$ cat src/rtl/csel_pkg.sv
package csel_pkg;

  localparam int FIELD_W = 5;
  localparam int CODE_W  = 2;
  localparam int SRC_W   = 3;
  localparam int CNT_W   = 3;

  typedef enum logic [1:0] {
    OP_OFF   = 2'd0,
    OP_ON    = 2'd1,
    OP_RATIO = 2'd2,
    OP_NOP   = 2'd3
  } csel_op_e;

  // Ratio selected by a divide code; the extended table turns code 2 into /3.
  function automatic logic [CNT_W-1:0] ratio_of(input logic [CODE_W-1:0] code,
                                                input logic ext);
    case (code)
      2'd0:    ratio_of = 3'd1;
      2'd1:    ratio_of = 3'd4;
      2'd2:    ratio_of = ext ? 3'd3 : 3'd1;
      default: ratio_of = 3'd2;
    endcase
  endfunction

  // Code for a plain ratio request; /3 falls back to /4 without the extended table.
  function automatic logic [CODE_W-1:0] code_for(input logic [CNT_W-1:0] r,
                                                 input logic ext,
                                                 input logic [CODE_W-1:0] keep);
    case (r)
      3'd1:    code_for = 2'd0;
      3'd2:    code_for = 2'd3;
      3'd3:    code_for = ext ? 2'd2 : 2'd1;
      3'd4:    code_for = 2'd1;
      default: code_for = keep;
    endcase
  endfunction

endpackage

$ cat src/rtl/csel_regfile.sv
module csel_regfile
  import csel_pkg::*;
#(
  parameter int N_CONS  = 6,
  parameter bit EXT_DIV = 1'b0,
  localparam int REG_W  = N_CONS * FIELD_W,
  localparam int IDX_W  = (N_CONS > 1) ? $clog2(N_CONS) : 1
) (
  input  logic             clk,
  input  logic             rst,
  input  logic             reg_we,
  input  logic [REG_W-1:0] reg_wdata,
  input  logic             cmd_valid,
  input  logic [1:0]       cmd_op,
  input  logic [IDX_W-1:0] cmd_idx,
  input  logic [CNT_W-1:0] cmd_ratio,
  output logic [REG_W-1:0] cfg_q,
  output logic [N_CONS-1:0] en_q
);

  logic [SRC_W-1:0] last_q [N_CONS];
  logic [REG_W-1:0] cfg_d;
  csel_op_e         op;

  assign op = csel_op_e'(cmd_op);

  always_comb begin
    cfg_d = reg_we ? reg_wdata : cfg_q;
    for (int i = 0; i < N_CONS; i++) begin
      if (cmd_valid && (cmd_idx == IDX_W'(i))) begin
        case (op)
          OP_OFF:   cfg_d[i*FIELD_W+CODE_W +: SRC_W] = '0;
          OP_ON:    cfg_d[i*FIELD_W+CODE_W +: SRC_W] = last_q[i];
          OP_RATIO: cfg_d[i*FIELD_W +: CODE_W] =
                      code_for(cmd_ratio, EXT_DIV, cfg_d[i*FIELD_W +: CODE_W]);
          default:  ;
        endcase
      end
    end
  end

  always_ff @(posedge clk) begin
    if (rst) begin
      cfg_q <= '0;
      en_q  <= '0;
      for (int i = 0; i < N_CONS; i++) last_q[i] <= SRC_W'(1);
    end else begin
      cfg_q <= cfg_d;
      for (int i = 0; i < N_CONS; i++) begin
        en_q[i] <= |cfg_d[i*FIELD_W+CODE_W +: SRC_W];
        if (|cfg_d[i*FIELD_W+CODE_W +: SRC_W])
          last_q[i] <= cfg_d[i*FIELD_W+CODE_W +: SRC_W];
      end
    end
  end

  for (genvar g = 0; g < N_CONS; g++) begin : g_chk
    AST_EN_TRACKS_SRC: assert property (@(posedge clk) disable iff (rst)
      en_q[g] == (|cfg_q[g*FIELD_W+CODE_W +: SRC_W]));
    AST_OFF_CLEARS: assert property (@(posedge clk) disable iff (rst)
      (cmd_valid && cmd_op == 2'd0 && cmd_idx == IDX_W'(g)) |=> !en_q[g]);
    AST_ON_RESTORES: assert property (@(posedge clk) disable iff (rst)
      (cmd_valid && cmd_op == 2'd1 && cmd_idx == IDX_W'(g)) |=> en_q[g]);
  end

endmodule

$ cat src/rtl/csel_channel.sv
module csel_channel
  import csel_pkg::*;
#(
  parameter int N_GEN   = 6,
  parameter bit EXT_DIV = 1'b0
) (
  input  logic              clk,
  input  logic              rst,
  input  logic              aux_tick,
  input  logic [N_GEN-1:0]  gen_tick,
  input  logic [SRC_W-1:0]  cfg_src,
  input  logic [CODE_W-1:0] cfg_code,
  output logic              out_tick
);

  logic [SRC_W-1:0]  act_src_q, eff_src;
  logic [CODE_W-1:0] act_code_q, eff_code;
  logic [CNT_W-1:0]  cnt_q, eff_ratio;
  logic              sel_tick;

  // Off wins at once; otherwise new settings are taken only at a period start.
  always_comb begin
    if (cfg_src == '0) begin
      eff_src  = '0;
      eff_code = cfg_code;
    end else if (cnt_q == '0) begin
      eff_src  = cfg_src;
      eff_code = cfg_code;
    end else begin
      eff_src  = act_src_q;
      eff_code = act_code_q;
    end
    eff_ratio = ratio_of(eff_code, EXT_DIV);
  end

  always_comb begin
    sel_tick = (eff_src == SRC_W'(1)) && aux_tick;
    for (int k = 0; k < N_GEN; k++)
      if (int'(eff_src) == k + 2) sel_tick = gen_tick[k];
  end

  always_ff @(posedge clk) begin
    if (rst) begin
      act_src_q  <= '0;
      act_code_q <= '0;
      cnt_q      <= '0;
      out_tick   <= 1'b0;
    end else begin
      act_src_q  <= eff_src;
      act_code_q <= eff_code;
      out_tick   <= 1'b0;
      if (eff_src == '0) begin
        cnt_q <= '0;
      end else if (sel_tick) begin
        if (cnt_q == eff_ratio - CNT_W'(1)) begin
          cnt_q    <= '0;
          out_tick <= 1'b1;
        end else begin
          cnt_q <= cnt_q + CNT_W'(1);
        end
      end
    end
  end

  AST_OFF_QUIET: assert property (@(posedge clk) disable iff (rst)
    (cfg_src == '0) |=> !out_tick);
  AST_PERIOD_HOLD: assert property (@(posedge clk) disable iff (rst)
    (cnt_q != '0 && cfg_src != '0) |=> ($stable(act_src_q) && $stable(act_code_q)));
  AST_CNT_BELOW_RATIO: assert property (@(posedge clk) disable iff (rst)
    (act_src_q != '0) |-> (cnt_q < ratio_of(act_code_q, EXT_DIV)));
  AST_TICK_HAS_CAUSE: assert property (@(posedge clk) disable iff (rst)
    out_tick |-> $past(aux_tick || (|gen_tick)));

endmodule

$ cat src/rtl/clk_consumer_sel.sv
module clk_consumer_sel
  import csel_pkg::*;
#(
  parameter int N_CONS  = 6,
  parameter int N_GEN   = 6,
  parameter bit EXT_DIV = 1'b0,
  localparam int REG_W  = N_CONS * FIELD_W,
  localparam int IDX_W  = (N_CONS > 1) ? $clog2(N_CONS) : 1
) (
  input  logic              clk,
  input  logic              rst,
  input  logic              reg_we,
  input  logic [REG_W-1:0]  reg_wdata,
  output logic [REG_W-1:0]  reg_rdata,
  input  logic              cmd_valid,
  input  logic [1:0]        cmd_op,
  input  logic [IDX_W-1:0]  cmd_idx,
  input  logic [CNT_W-1:0]  cmd_ratio,
  input  logic              aux_tick,
  input  logic [N_GEN-1:0]  gen_tick,
  output logic [N_CONS-1:0] cons_tick,
  output logic [N_CONS-1:0] cons_en
);

  logic [REG_W-1:0] cfg_q;

  csel_regfile #(.N_CONS(N_CONS), .EXT_DIV(EXT_DIV)) u_regs (
    .clk       (clk),
    .rst       (rst),
    .reg_we    (reg_we),
    .reg_wdata (reg_wdata),
    .cmd_valid (cmd_valid),
    .cmd_op    (cmd_op),
    .cmd_idx   (cmd_idx),
    .cmd_ratio (cmd_ratio),
    .cfg_q     (cfg_q),
    .en_q      (cons_en)
  );

  assign reg_rdata = cfg_q;

  for (genvar c = 0; c < N_CONS; c++) begin : g_cons
    csel_channel #(.N_GEN(N_GEN), .EXT_DIV(EXT_DIV)) u_chan (
      .clk      (clk),
      .rst      (rst),
      .aux_tick (aux_tick),
      .gen_tick (gen_tick),
      .cfg_src  (cfg_q[c*FIELD_W+CODE_W +: SRC_W]),
      .cfg_code (cfg_q[c*FIELD_W +: CODE_W]),
      .out_tick (cons_tick[c])
    );
  end

endmodule

$ cat config.mk
export PLATFORM = sky130hd
export DESIGN_NAME = clk_consumer_sel
export DESIGN_NICKNAME = d
export VERILOG_FILES = /design/src/rtl/csel_pkg.sv /design/src/rtl/csel_regfile.sv /design/src/rtl/csel_channel.sv /design/src/rtl/clk_consumer_sel.sv
export SDC_FILE = /design/constraint.sdc
export NUM_CORES = 1
export LEC_CHECK = 0
export ABC_AREA = 1
export BUFFER_PORTS_ARGS = -buffer_cell sky130_fd_sc_hd__buf_4
export CAP_MARGIN = 20
export CORE_MARGIN = 5
export CORE_UTILIZATION = 55
export CTS_BUF_LIST = sky130_fd_sc_hd__clkbuf_2 sky130_fd_sc_hd__clkbuf_4 sky130_fd_sc_hd__clkbuf_8
export DETAILED_ROUTE_END_ITERATION = 8
export PLACE_DENSITY = 0.79
export RECOVER_POWER = 25
export SYNTH_ARGS = -nofsm -noshare
export SYNTH_HDL_FRONTEND = slang
export SYNTH_HIERARCHICAL = 1
export SYNTH_SLANG_ARGS = --single-unit
$ cat constraint.sdc
create_clock -name clk -period 1.7 [get_ports clk]
set_clock_uncertainty 0.15 [all_clocks]
set_input_delay 0.34 -clock clk [delete_from_list [all_inputs] [get_ports clk]]
set_output_delay 0.34 -clock clk [all_outputs]
set_load 0.02 [all_outputs]
## Word-level counts from Yosys, hierarchy flattened

Memory sizes are Yosys's and may differ from the RTL's.
Cells that the tools add are included.

- Add/sub/neg operators: 12
- Equal/unequal tests: 71
- Mux-type cells: 129
- Bitwise operators: 12
- Reduce and logical (&&, ||, !) cells: 63

Operator list:

| kind | count |
|---|---|
| 3-bit equality test (second input constant) | 27 |
| 3-bit 2-to-1 mux | 24 |
| 3-bit case mux with 2 select lines | 12 |
| 1-bit 2-to-1 mux | 62 |
| 3-bit zero test | 19 |
| 3-bit by 1-bit equality test with 1-bit output (second input constant) | 14 |
| 2-bit 2-to-1 mux | 18 |
| 2-bit case mux with 3 select lines | 6 |
| 3-bit OR reduction | 12 |
| 3-bit by 2-bit equality test with 1-bit output (second input constant) | 10 |
| 30-bit 2-to-1 mux | 1 |
| 5-bit 2-to-1 mux | 6 |
| 2-bit OR reduction | 13 |
| 3-bit by 1-bit adder with 3-bit output (second input constant) | 6 |
| 3-bit equality test | 6 |
| 3-bit by 1-bit subtractor with 3-bit output (second input constant) | 6 |
| 2-bit by 1-bit equality test with 1-bit output (second input constant) | 7 |
| 2-bit equality test (second input constant) | 7 |
| 2-bit zero test | 7 |
| 1-bit logical AND | 12 |
| 1-bit NOT | 6 |
| 1-bit OR | 6 |

- Register bits: 90
- Bits in writable memories: 18
- Input port bits: 49
- Word-level logic and storage cells: 314
- Memories: 1

Memories:

| name | depth | bits a word | rd ports | clocked after Yosys merged registers in | wr ports | RTL line | text |
|---|---|---|---|---|---|---|---|
| u_regs.last_q | 6 | 3 | 6 | 0 | 6 | csel_regfile.sv:21 | `logic [SRC_W-1:0] last_q [N_CONS];` |

## Depth between registers and ports, before layout

Gate-level depths: netlist of the first run.

- Depth in word-level cells: 13
- Gate-level depth with buffers: 13
- Gate-level depth less buffers: 13

## Modules after synthesis

Netlist of the first run, hierarchy kept.

Modules (own cells, without submodules):

| module | times used | cells each | area each (um^2) | seq. area each (um^2) |
|---|---|---|---|---|
| csel_channel (g_cons[0].u_chan ...) | 5 | 100 | 721.9 | 180.2 |
| csel_regfile | 1 | 348 | 2707.6 | 1261.2 |
| csel_channel (g_cons[4].u_chan) | 1 | 100 | 709.4 | 180.2 |

## Worst setup path after synthesis of the first run

No wires, ideal clock.

- Kind: register -> register
- Start point: register g_cons[0].u_chan.cnt_q[0]
- End point: register g_cons[0].u_chan.cnt_q[2]
- Library setup time: 0.115 ns
- Arrival: 1.498 ns
- Slack: -0.063 ns
- Stages on the path, launching flop included: 13
- Buffers on the path: 0
- Cell sequence: dfxtp_1 > inv_1 > ha_1 > inv_2 > nor2_4 > nand2_1 > nand3_4 > inv_2 > nand3_2 > nand3_4 > nand2_4 > o21ai_2 > nor2_2

- Word-level cells in the longest chain between the ends: 11
- Elaborated cells on any way between the ends: 30
- Those cells by class: 2 x add/sub; 10 x eq/ne; 12 x mux; 6 x reduce/logical

RTL lines:

| element | RTL line | text |
|---|---|---|
| from (decl) | csel_channel.sv:18 | `logic [CNT_W-1:0] cnt_q, eff_ratio;` |
| from (signal assigned) | csel_channel.sv:59 | `cnt_q <= cnt_q + CNT_W'(1);` |
| parallel branches: the longest is 11 deep, another holds 3-bit by 1-bit subtractor with 3-bit output | - |  |

Parallel ways; which one is timed is not known.
A chain may end at the register's enable or synchronous reset.

## Worst setup path in the final report of the first run

- Start point: register g_cons[0].u_chan.cnt_q[0]
- End point: register g_cons[0].u_chan.cnt_q[1]

The elaborated chain is that of the path after synthesis.

==> impl_metrics.tcl, run 1 <==
set metrics [dict create \
    status "finished with violations" \
    violations "setup timing" \
    crit_fanout 8 \
    critPathLaunchType "flop" \
    cts_tree "done" \
    maxCapViolCount 0 \
    num_io_pins 91 \
    antenna_cells 0 \
    critical_path_arrival_ns 1.96 \
    first_pass_iters 5 \
    std_cell_rows 41 \
    vias 7001 \
    synth_fp_nets 1009 \
    synth_top_area_share 0.2564 \
    synthTopCellsByArea "dfxtp_1, nand2_1, edfxtp_1" \
    final_area_um2 9512 \
    nets 1236 \
    hold_viol 0 \
    max_freq_ghz 0.5485 \
    hpwl_um 13930 \
    die-width_um 123.0 \
    min_path_type "primary input to flop" \
    yosysSeqAreaShare 0.3333 \
    grt_overflow 0 \
    vias_per_cell 5.178 \
    gp_congestion 0.8940 \
    synth_area_um2 7027 \
    h-tree-depth 3 \
    syn_inst 948 \
    p_leak_nw 4.445 \
    multi_input_area_um2 4423 \
    clk_latency_ns 0.39 \
    fin_ws_ns -0.1231 \
    regArea_um2 2359 \
    die_y_um 123.0 \
    fin_crit_sh 1.072 \
    cts_buffers 9 \
    clockRootBuffer "clkbuf_8" \
    cts_sinks 108 \
    rsz0062_at_grt "yes" \
    first_global_vias 6681 \
    grt_usage 0.2580 \
    wl_per_cell_um 14.76 \
    drc_errors 0 \
    ys.flop_type "dfxtp_1" \
    drtIter0Drc 519 \
    yosys_register_bits 108 \
    area_growth_pct 35.36 \
    drv_slew 0 \
    p_per_area_nw_per_um2 694.6 \
    avgSynthCellArea_um2 7.412 \
    synth_edf_count 18 \
    grt_max_degree 27 \
    slew_headroom 0.6924 \
    worst-setup-path-type "flop to flop" \
    fin_setup_tns_ns -1.302 \
    antenna_found_initial 0 \
    placed_cell_area_um2 8773 \
    routed_wl_um 19960 \
    vdd_ir_drop_max_uv 407.0 \
    crit_path_end_kind "flop" \
    fillCellCount 909 \
    worst_pin_slew_ns 0.4609 \
    core_area_um2 12570 \
    async_reset_ff_frac 0 \
    io_buffers 90 \
    grt_pass1_wl_um 30930 \
    ant_nets 0 \
    cp.required_ns 1.84 \
    utilization 0.7568 \
    setup_viol 19 \
    cts_buffer_depth 2 \
    cts.clk_slew.worst_paths_ns 0.10 \
    drive_gt1_frac 0.4492 \
    yosysTopAreaCell "dfxtp_1" \
    synth.distinct_cells 29 \
    start_util 0.5591 \
    fin_crit_ns 1.823 \
    die-area_um2 15140 \
    synth-warning-count 6 \
]
-- metal layers --
metal	GRT usage	vias to the layer above	routed length [µm]
met4	0.1024	0	558
met1	0.3281	3278	8442
met5	0	-	0
met2	0.4462	211	9851
met3	0.03111	42	1106
li1	-	3470	-
-- metrics by stage --
step / hold slack (ns) / power [W] / setup WS, ns / std cells
floorplan: 0.2597 / 0.003975 / 0.02765 / 948
global placement: 0.4115 / 0.004614 / -0.08626 / 1309
detailed placement: 0.4195 / 0.004656 / -0.1220 / 1309
CTS: 0.1144 / 0.006478 / -0.06488 / 1335
global route: 0.1158 / 0.006905 / -0.2088 / 1352
finish: 0.1247 / 0.006606 / -0.1231 / 1352
-- cell usage in the layout (no fill, tap or decap), types with 2 or more instances in the layout --
cell,Yosys,routed
a21oi_1,25,25
a31oi_1,12,7
a31oi_2,0,5
buf_12,0,4
buf_4,3,208
bufinv_16,0,2
clkbuf_1,7,13
clkbuf_4,0,4
clkbuf_8,0,9
clkinv_2,0,2
dfxtp_1,90,77
dfxtp_2,0,13
edfxtp_1,18,18
ha_1,12,6
ha_4,0,6
inv_1,120,106
inv_2,32,44
inv_4,1,3
mux2_2,12,12
nand2_1,220,193
nand2_2,45,66
nand2_4,18,21
nand2_8,0,3
nand3_1,71,70
nand3_2,42,34
nand3_4,18,27
nand3b_1,24,24
nand4_1,6,6
nor2_1,85,80
nor2_2,23,27
nor2_4,18,19
nor3_1,5,3
nor3_2,2,3
o21ai_0,17,17
o21ai_1,7,5
o21ai_2,12,10
o21ai_4,0,4
-- registers in the layout (all words and copies together) (netlist names) --
| signal | flops |
|---|---|
| g_cons.u_chan/cnt_q | 18 |
| u_regs/cfg_q | 30 |
| g_cons.u_chan/act_src_q | 18 |
| u_regs/last_q | 18 |
| u_regs/en_q | 6 |
| g_cons.u_chan/out_tick | 6 |
| g_cons.u_chan/act_code_q | 12 |
-- area by class of cell --
cell class / instances / share of cell area
Clock buffer: 11 / 0.01460
Clock inverter: 5 / 0.008156
Inverter: 153 / 0.06117
Multi-Input combinational cell: 675 / 0.4650
Sequential cell: 108 / 0.2480
Tap cell: 172 / 0.02263
Timing Repair Buffer: 228 / 0.1805
-- worst max-delay path, stage by stage, from the launching register on --
cell and delay (ns):
dfxtp_2 0.34, inv_2 0.07, ha_4 0.17, nand2_4 0.11, nand2_4 0.08, nand3_4 0.14
inv_4 0.12, nand3_4 0.08, nand3_4 0.11, nand2_8 0.09, o21ai_4 0.18, nor2_1 0.06
-- cells in the mapped netlist (5+ instances only) --
cell type	instances
clkbuf_1	7
o21ai_1	7
nor3_1	5
nor2_1	85
nand2_1	220
o21ai_0	17
inv_1	120
nand3b_1	24
a31oi_1	12
edfxtp_1	18
a21oi_1	25
mux2_2	12
nand2_4	18
nand3_4	18
nand2_2	45
nor2_2	23
nand4_1	6
nor2_4	18
nand3_2	42
inv_2	32
dfxtp_1	90
ha_1	12
o21ai_2	12
nand3_1	71
-- cell families (layout without fill, tap and decap cells) --
family,count (synthesis),in the layout,share of synthesized area
and+or+nand+nor,577,577,0.4738
adders and majority gates,12,12,0.02137
DFF,108,108,0.3333
AOI/OAI and AO/OA,74,74,0.06179
muxes,12,12,0.01923
buffers and inverters,165,397,0.09046
-- worst paths after layout --
path / from / endpoint / slack, ns / cells past startpoint
hold reg to reg: g_cons[2].u_chan/act_code_q[1]$_SDFF_PP0_ / g_cons[2].u_chan/act_code_q[1]$_SDFF_PP0_ / 0.44 / 3
setup reg to reg: g_cons[0].u_chan/cnt_q[0]$_SDFFE_PP0N_ / g_cons[0].u_chan/cnt_q[1]$_SDFFE_PP0N_ / -0.12 / 11
setup / recovery: g_cons[0].u_chan/cnt_q[0]$_SDFFE_PP0N_ / g_cons[0].u_chan/cnt_q[1]$_SDFFE_PP0N_ / -0.12 / 11
hold / removal: rst / g_cons[2].u_chan/out_tick$_SDFF_PP0_ / 0.12 / 2
-- where the power goes --
| group | internal (W) | switching (W) | leakage (nW) |
|---|---|---|---|
| clock network | 0.000860 | 0.000921 | 0.110 |
| registers | 0.00276 | 0.0000799 | 0.931 |
| logic | 0.000822 | 0.00117 | 3.40 |
| total | 0.00444 | 0.00217 | 4.44 |
-- repair_timing --
action                                 CTS  global route
hold buffers                             0             0
endpoints found under the hold margin    0             0
pin swaps                               20            39
setup buffers                           10            17
setup endpoints to repair               22            27
resized for setup                       53            48
No activity file was read; power rests on OpenSTA's default activity.
==> run 2: changes to the inputs <==
==> constraint.sdc (replaced) <==
create_clock -name clk -period 1.7 [get_ports clk]
set_clock_uncertainty 0.15 [all_clocks]
set_input_delay 0.255 -clock clk [delete_from_list [all_inputs] [get_ports clk]]
set_output_delay 0.255 -clock clk [all_outputs]
set_load 0.02 [all_outputs]
==> run 2 against run 1 <==
Compared with the run above: the run still ends with setup timing left; routed wire length decreased by 2.0%; die area unchanged; combinational power decreased by 4%; count of clock-buffer cells in the layout decreased by 1; final cell count decreased by 3.3%; total power decreased by 3.4%; sequential power about the same; non-clock buffer count decreased by 44; worst hold slack got worse by 0.11 ns; global-route usage decreased by 0.61 points; critical path depth increased by 2.
==> impl_metrics.tcl, run 2 (synthesis gave the netlist of run 1 again) <==
set metrics [dict create \
    status "finished with violations" \
    violations "setup timing" \
    antenna_found_initial 0 \
    setup_viol 19 \
    cts_buffers 9 \
    slew_headroom 0.6881 \
    crit_path_end_kind "flop" \
    grt_overflow 0 \
    cts.clk_slew.worst_paths_ns 0.10 \
    ant_nets 0 \
    nets 1192 \
    crit_fanout 8 \
    most-common-layout-cells "nand2_1, buf_4, inv_1" \
    cts_buffer_depth 2 \
    h-tree-depth 3 \
    fin_crit_ns 1.861 \
    final_common_cell "nand2_1" \
    io_buffers 90 \
    hpwl_um 13570 \
    core_area_um2 12570 \
    first_global_vias 6417 \
    routed_wl_um 19560 \
    maxCapViolCount 0 \
    die-width_um 123.0 \
    vdd_ir_drop_max_uv 435.3 \
    grt_usage 0.2519 \
    drc_errors 0 \
    cts_hold_buffers 0 \
    top_register "u_regs/cfg_q" \
    grt_max_degree 33 \
    drtIter0Drc 622 \
    antenna_cells 0 \
    min_path_type "primary input to flop" \
    largest_reg_flops 30 \
    clk_latency_ns 0.39 \
    std_cell_rows 41 \
    vias 6799 \
    hold_slack_ns 0.01805 \
    cp.required_ns 1.84 \
    p_leak_nw 4.257 \
    die_y_um 123.0 \
    cts_sinks 108 \
    critPathLaunchType "flop" \
    max_freq_ghz 0.5373 \
    area_growth_pct 31.86 \
    rsz0062_at_grt "yes" \
    fin_crit_sh 1.095 \
    cts_tree "done" \
    start_util 0.5591 \
    worst-setup-path-type "flop to flop" \
    grt_pass1_wl_um 30200 \
    fin_setup_tns_ns -1.160 \
    die-area_um2 15140 \
    num_io_pins 91 \
    gp_congestion 0.8705 \
    drive_gt1_frac 0.4252 \
    p_per_area_nw_per_um2 688.9 \
    drv_slew 0 \
    fin_ws_ns -0.1613 \
    hold_viol 0 \
    critical_path_arrival_ns 2.00 \
    vias_per_cell 5.198 \
    worst_pin_slew_ns 0.4673 \
    clockRootBuffer "clkbuf_8" \
    wl_per_cell_um 14.95 \
    first_pass_iters 5 \
]
==> run 2: worst max-delay path, cell delays in order (launching register included) <==
cell      delay [ns]
dfxtp_2         0.34
inv_2           0.05
ha_4            0.17
buf_12          0.13
nand2_8         0.10
nand2_4         0.07
nand2_4         0.10
nand3b_1        0.13
nand3_4         0.10
nand3_4         0.10
nand2_4         0.11
nand2_1         0.07
o21ai_1         0.09
nor2_1          0.05
==> run 2: stage by stage <==
step           setup WS, ns  utilization  power, W  area [µm²]  instances
2_1_floorplan       0.02765            -  0.003975        7058        948
3_5_place_dp        -0.1105       0.6752  0.004559        8486       1269
3_3_place_gp       -0.07120       0.6752  0.004520        8486       1269
4_1_cts            -0.03655       0.7175  0.006267        9017       1298
5_1_grt             -0.2517       0.7372  0.006691        9265       1308
6_report            -0.1613       0.7372  0.006383        9265       1308
==> run 2: worst paths after layout <==
path	start	to	slack [ns]	depth (start not counted)
setup / recovery	g_cons[5].u_chan/cnt_q[0]$_SDFFE_PP0N_	g_cons[5].u_chan/cnt_q[0]$_SDFFE_PP0N_	-0.16	13
hold reg to reg	g_cons[0].u_chan/cnt_q[0]$_SDFFE_PP0N_	g_cons[0].u_chan/cnt_q[0]$_SDFFE_PP0N_	0.44	4
setup reg to reg	g_cons[5].u_chan/cnt_q[0]$_SDFFE_PP0N_	g_cons[5].u_chan/cnt_q[0]$_SDFFE_PP0N_	-0.16	13
hold / removal	rst	g_cons[2].u_chan/act_src_q[2]$_SDFF_PP0_	0.02	2
==> run 2: repair_timing <==
action / CTS / global route
setup buffers: 13 / 10
endpoints found under the hold margin: 0 / 0
setup endpoints to repair: 22 / 27
gates resized for setup: 57 / 59
gates cloned: 0 / 0
pin swaps: 37 / 49
==> run 2: power breakdown <==
| group | switching [W] | internal, W | leakage (nW) |
|---|---|---|---|
| clock | 0.000922 | 0.000719 | 0.0983 |
| sequential | 0.0000794 | 0.00275 | 0.931 |
| combinational | 0.00116 | 0.000744 | 3.23 |
==> run 2: area by class of cell <==
class                   count  area, µm²
clock buffers              10      137.6
repair buffers            184       1385
clock inverters             6      63.81
multi-input cells         675       4518
flip-flops and latches    108       2359
well taps                 172      215.2
fillers                   945       3303
inverters                 153      586.8
==> run 2: layer usage <==
metal	wire, µm	GRT usage	share of wire
met1	8262	0.3219	0.42
met2	9586	0.4240	0.49
met3	1169	0.03705	0.060
met4	539	0.1100	0.028
met5	0	0	0
